**src/rtl/hs_pin_pkg.sv**
```systemverilog
package hs_pin_pkg;

    localparam int PORT_W  = 4;
    localparam int PIN_OBF = 0;
    localparam int PIN_IBF = 1;
    localparam int PIN_DRQ = 2;
    localparam int PIN_ACK = 3;

    typedef struct packed {
        logic flags;
        logic dma;
    } mode_t;

    typedef struct packed {
        logic [PORT_W-1:0] val;
        logic [PORT_W-1:0] oe;
    } pin_drive_t;

    // enable bit from the latch gates a status level onto a pin
    function automatic logic gate_level(input logic enable, input logic level);
        return enable & level;
    endfunction

endpackage

```
**src/rtl/hs_mode_reg.sv**
```systemverilog
module hs_mode_reg
    import hs_pin_pkg::*;
(
    input  logic  clk,
    input  logic  rst,
    input  logic  en_flags,
    input  logic  en_dma,
    output mode_t mode
);
    always_ff @(posedge clk) begin
        if (rst) begin
            mode <= '0;
        end else begin
            if (en_flags) mode.flags <= 1'b1;
            if (en_dma)   mode.dma   <= 1'b1;
        end
    end
endmodule

```
**src/rtl/hs_port_latch.sv**
```systemverilog
module hs_port_latch #(
    parameter int          W       = 4,
    parameter logic [W-1:0] RST_VAL = '1
) (
    input  logic         clk,
    input  logic         rst,
    input  logic         wr,
    input  logic [W-1:0] wdata,
    output logic [W-1:0] q
);
    always_ff @(posedge clk) begin
        if (rst)     q <= RST_VAL;
        else if (wr) q <= wdata;
    end
endmodule

```
**src/rtl/hs_drq_ctl.sv**
```systemverilog
module hs_drq_ctl (
    input  logic clk,
    input  logic rst,
    input  logic dma_on,
    input  logic en_dma,
    input  logic set_req,
    input  logic dack_n,
    input  logic rd_stb,
    input  logic wr_stb,
    output logic drq
);
    logic ack_cycle;
    logic clr;
    logic set;

    always_comb begin
        ack_cycle = !dack_n && (rd_stb || wr_stb);
        clr       = en_dma || (dma_on && ack_cycle);
        set       = dma_on && set_req;
    end

    // clear has priority over set
    always_ff @(posedge clk) begin
        if (rst)      drq <= 1'b0;
        else if (clr) drq <= 1'b0;
        else if (set) drq <= 1'b1;
    end
endmodule

```
**src/rtl/hs_pin_mux.sv**
```systemverilog
module hs_pin_mux
    import hs_pin_pkg::*;
(
    input  mode_t             mode,
    input  logic [PORT_W-1:0] latch,
    input  logic              obf,
    input  logic              ibf,
    input  logic              drq,
    output pin_drive_t        drive
);
    for (genvar i = 0; i < PORT_W; i++) begin : g_pin
        if (i == PIN_OBF) begin : g_obf
            always_comb begin
                drive.val[i] = mode.flags ? gate_level(latch[i], obf) : latch[i];
                drive.oe[i]  = 1'b1;
            end
        end else if (i == PIN_IBF) begin : g_ibf
            always_comb begin
                drive.val[i] = mode.flags ? gate_level(latch[i], !ibf) : latch[i];
                drive.oe[i]  = 1'b1;
            end
        end else if (i == PIN_DRQ) begin : g_drq
            always_comb begin
                drive.val[i] = mode.dma ? drq : latch[i];
                drive.oe[i]  = 1'b1;
            end
        end else begin : g_ack
            always_comb begin
                drive.val[i] = mode.dma ? 1'b0 : latch[i];
                drive.oe[i]  = !mode.dma;
            end
        end
    end
endmodule

```
**src/rtl/hs_port_pins.sv**
```systemverilog
module hs_port_pins
    import hs_pin_pkg::*;
#(
    parameter logic [PORT_W-1:0] LATCH_RST = '1
) (
    input  logic              clk,
    input  logic              rst,
    input  logic              port_wr,
    input  logic [PORT_W-1:0] port_wdata,
    input  logic              en_flags,
    input  logic              en_dma,
    input  logic              obf,
    input  logic              ibf,
    input  logic              rd_stb,
    input  logic              wr_stb,
    input  logic              dack_n,
    output logic [PORT_W-1:0] pin_out,
    output logic [PORT_W-1:0] pin_oe
);
    mode_t             mode_q;
    logic [PORT_W-1:0] latch_q;
    logic              drq_q;
    pin_drive_t        drive;

    hs_mode_reg u_mode (
        .clk      (clk),
        .rst      (rst),
        .en_flags (en_flags),
        .en_dma   (en_dma),
        .mode     (mode_q)
    );

    hs_port_latch #(.W(PORT_W), .RST_VAL(LATCH_RST)) u_latch (
        .clk   (clk),
        .rst   (rst),
        .wr    (port_wr),
        .wdata (port_wdata),
        .q     (latch_q)
    );

    hs_drq_ctl u_drq (
        .clk     (clk),
        .rst     (rst),
        .dma_on  (mode_q.dma),
        .en_dma  (en_dma),
        .set_req (port_wr && port_wdata[PIN_DRQ]),
        .dack_n  (dack_n),
        .rd_stb  (rd_stb),
        .wr_stb  (wr_stb),
        .drq     (drq_q)
    );

    hs_pin_mux u_mux (
        .mode  (mode_q),
        .latch (latch_q),
        .obf   (obf),
        .ibf   (ibf),
        .drq   (drq_q),
        .drive (drive)
    );

    assign pin_out = drive.val;
    assign pin_oe  = drive.oe;
endmodule

```
**config.mk**
```make
export PLATFORM = sky130hd
export DESIGN_NAME = hs_port_pins
export DESIGN_NICKNAME = d
export VERILOG_FILES = /design/src/rtl/hs_pin_pkg.sv /design/src/rtl/hs_mode_reg.sv /design/src/rtl/hs_port_latch.sv /design/src/rtl/hs_drq_ctl.sv /design/src/rtl/hs_pin_mux.sv /design/src/rtl/hs_port_pins.sv
export SDC_FILE = /design/constraint.sdc
export NUM_CORES = 1
export LEC_CHECK = 0
export BUFFER_PORTS_ARGS = -buffer_cell sky130_fd_sc_hd__buf_2
export CAP_MARGIN = 20
export CORE_AREA = 3 3 40 42
export DETAILED_ROUTE_END_ITERATION = 10
export DIE_AREA = 0 0 43 45
export GPL_ROUTABILITY_DRIVEN = 1
export HOLD_SLACK_MARGIN = 0.15
export PLACE_DENSITY_LB_ADDON = 0.05
export SLEW_MARGIN = 0
export SYNTH_ARGS = -nofsm -noshare
export SYNTH_HDL_FRONTEND = slang
export SYNTH_SLANG_ARGS = --single-unit
```
**constraint.sdc**
```tcl
create_clock -name clk -period 1.99 [get_ports clk]
set_clock_uncertainty 0.1 [all_clocks]
set_input_delay 0.398 -clock clk [delete_from_list [all_inputs] [get_ports clk]]
set_output_delay 0.398 -clock clk [all_outputs]
set_load 0.1 [all_outputs]
```
Yosys cells after proc, flatten, opt, wreduce, memory -nomap -nowiden. Cells that the tools add are included.

Register bits: 7.

Reduce and logical (&&, ||, !) cells: 10. Multiplexer cells: 4. Bitwise gates (word level): 2.

Operator list (number): $logic_and A1 B1 Y1 (4); $mux W1 (4); $logic_not A1 Y1 (3); $and A1 B1 Y1 (2); $logic_or A1 B1 Y1 (2); $reduce_or A2 Y1 (1).

Depth between registers and ports, before layout.
Depth in word-level cells: 5. Depth in mapped cells: 3. Gate-level depth less buffers: 2.

Hierarchy. From an unflattened synthesis, not the netlist that was laid out.

Cell total of the unflattened synthesis: 32. Area, all modules: 331.6 um2.

Modules (own cells, without submodules): hs_port_latch (cells an instance 12, area each 140.1 um2, times used 1, sequential area each 80.1 um2); hs_pin_mux (cells an instance 10, area each 72.6 um2, times used 1, sequential area each 0.0 um2); hs_mode_reg (cells an instance 4, area each 60.1 um2, times used 1, sequential area each 40.0 um2); hs_drq_ctl (cells an instance 5, area each 52.6 um2, times used 1, sequential area each 20.0 um2); hs_port_pins (cells an instance 1, area each 6.3 um2, times used 1, sequential area each 0.0 um2).

Least setup slack after synthesis. Ideal clock, no wire load.

Path kind: input-to-output. From: input port obf. To: output port pin_out[0]. Arrival time: 2604 ps. Path buffers: 0. Setup slack: -1112 ps. Stages on the path: 2. Cells stage by stage: inv_1 -> a21boi_0.

Word-level cells in the longest chain between the ends: 2.

RTL lines: start, declared (line hs_port_pins.sv:12) `input logic obf,`; $and A1 B1 Y1 (line hs_pin_pkg.sv:21) `return enable & level;`; $mux W1 (line hs_pin_mux.sv:14) `drive.val[i] = mode.flags ? gate_level(latch[i], obf) : latch[i];`; end, declared (line hs_port_pins.sv:17) `output logic [PORT_W-1:0] pin_out,`.

Every way passes these cells.

Final worst setup path.
From: register u_mode.mode[0] (netlist name). To: output port pin_out[2].

Word-level cells in the longest chain between the ends: 1.

RTL lines: $mux W1 (line hs_pin_mux.sv:24) `drive.val[i] = mode.dma ? drq : latch[i];`.

Every way passes these cells.

==> flow_summary.ini <==
[min_path]
min_from = port_wdata[3]
hold_class = input port to register

[floorplanning]
coreArea_um2 = 1280
dieArea_um2 = 1940
initial_core_util = 0.242
pin_count = 22
die_w_um = 43
row_count = 13
die_h_um = 45

[timing]
layout_setup_ws_ps = 228
tns_ps = 0
drv_slew = 0
period_share = 0.886
period_needed_ps = 1760
final-setup-viol-count = 0
fmaxAchievable_ghz = 0.567
rsz0062_at_grt = no
finalHoldViolCount = 0

[place]
place_congestion = 0.621
dp_hpwl_um = 558
placedCellCount = 67
dp_slack_ps = 418
port_buffers = 18

[worst_setup_path]
cp.arrival_ps = 1260
crit_fanout = 6
rr_endpoint = u_drq.drq$_SDFFE_PP0P_
reg2reg_slack_ps = 950
timing.critical_path.from = u_mode.mode[0]$_SDFFE_PP0P_
crit_required_ps = 1490
crit_path_end = pin_out[2]
critPathLaunchType = register
reg2reg_from = u_mode.mode[0]$_SDFFE_PP0P_
crit_type = register to output port
reg2reg_depth = 2
cp-end-kind = output port

[flow_run]
max-cap-violations = 0

[yosys]
synthCells = 36
synth_cell_type_count = 16
avgSynthCellArea_um2 = 8.65
synth-seq-cells = 7
synthesis.area_um2 = 312
yosys_warnings = 0
yosysSeqAreaShare = 0.450

[power]
finalPower_mw = 0.429
peakVddDrop_mv = 0.283
p_leak_nw = 0.222
power_density_nw_per_um2 = 980

[route]
drc = 0
dr.pass1.iters = 1
vias_per_cell = 4.18
ant_nets = 0
wirelength_um = 706
wl_per_cell_um = 9.94
initialDrtViolationCount = 0
vias = 297

[layout]
fillers = 142
num_antenna_cells = 0
layout-drive-gt1-share = 0.482
multi_input_area_um2 = 151
syn2layout_area_growth_pct = 40.6
register_area_um2 = 140
final_cells = 71
postLayoutCoreUtil = 0.341
nets = 71

[clock_network]
cts_max_level = 1
clockBufferDepth = 2
cts_setup_buffers = 0
cts.clk_slew.worst_paths_ps = 60
ctsRootBufferMaster = clkbuf_4
clock_latency_ps = 240
postCtsHoldBufs = 0
cts_made_buffers = 3
cts_tree = done
clock-sinks = 7
cts_resized = 0

[global_routing]
grt_max_degree = 10
grt_use_total = 0.0818
grt_overflow = 0
antenna_found_initial = 0
grt_pass1_wl_um = 1120
grt_pass1_vias = 286

[status]
status = finished clean
## critical path, cell delays in order, from the launching register on
cell	delay, ps
dfxtp_1	440
nand2_1	100
o21ai_2	50
buf_2	430
## kinds of logic (layout without fill, tap and decap cells)
logic type / after synthesis / in the layout / share of synthesized area
compound gates: 10 / 10 / 0.241
buf+inv: 7 / 25 / 0.124
flops: 7 / 7 / 0.450
other cells: 1 / 3 / 0.0120
simple gates: 11 / 11 / 0.173
## metrics by stage
step,area [um2],hold WS [ps]
floorplan,330,355
global placement,412,369
detailed placement,412,378
CTS,438,244
global route,438,252
finish,438,250
## worst min path at each step
stage                     slack, ps  cells after the start                           to
after floorplan                 350                      2    u_latch.q[2]$_SDFFE_PP1P_
after global placement          370                      2    u_latch.q[2]$_SDFFE_PP1P_
after detailed placement        380                      2    u_latch.q[2]$_SDFFE_PP1P_
after CTS                       240                      3  u_mode.mode[1]$_SDFFE_PP0P_
after global routing            250                      2    u_latch.q[0]$_SDFFE_PP1P_
final                           250                      2    u_latch.q[3]$_SDFFE_PP1P_
## registers in the layout, indices dropped and copies added, names as in the netlist
signal / count
u_drq.drq: 1
u_latch.q: 4
u_mode.mode: 2
## routing by layer
metal  part of all wire  GRT usage
met1               0.40     0.0825
met2               0.50      0.135
met3              0.091     0.0279
met4             0.0071     0.0723
met5                  0          0
## Yosys cell counts, drive strengths merged
library cell	instances	share of area
buf	3	0.072
inv	3	0.036
a21boi	2	0.048
conb	1	0.012
nor2	6	0.072
a31o	1	0.028
o311a	1	0.032
o21ai	2	0.032
and2b	1	0.028
nand2	1	0.012
clkbuf	1	0.016
dfxtp	7	0.45
a21oi	1	0.016
nor2b	3	0.060
a211o	3	0.084
## layout make-up
class	instances	share of cell area
clock buffer	4	0.0600
sequential	7	0.320
timing repair buffer	18	0.206
tap	15	0.0429
inverter	3	0.0257
multi-input combinational	24	0.346
## placed cells by master, fill, tap and decap left out
cell and instances:
inv_1 2, conb_1 3, dfxtp_1 7, nor2b_1 3
clkbuf_4 3, nor2_1 6, buf_2 18, a21boi_2 2
o21ai_0 1, a211o_1 3, o311a_1 1, o21ai_2 1
and2b_2 1, a31o_2 1, clkbuf_1 1, a21oi_1 1
inv_2 1, nand2_1 1
## power breakdown
| group | switching, mW | internal, mW |
|---|---|---|
| clock | 0.0536 | 0.0766 |
| combinational | 0.114 | 0.0295 |
| sequential | 0.00608 | 0.149 |
Note: power is estimated with default switching activity, not from simulation.
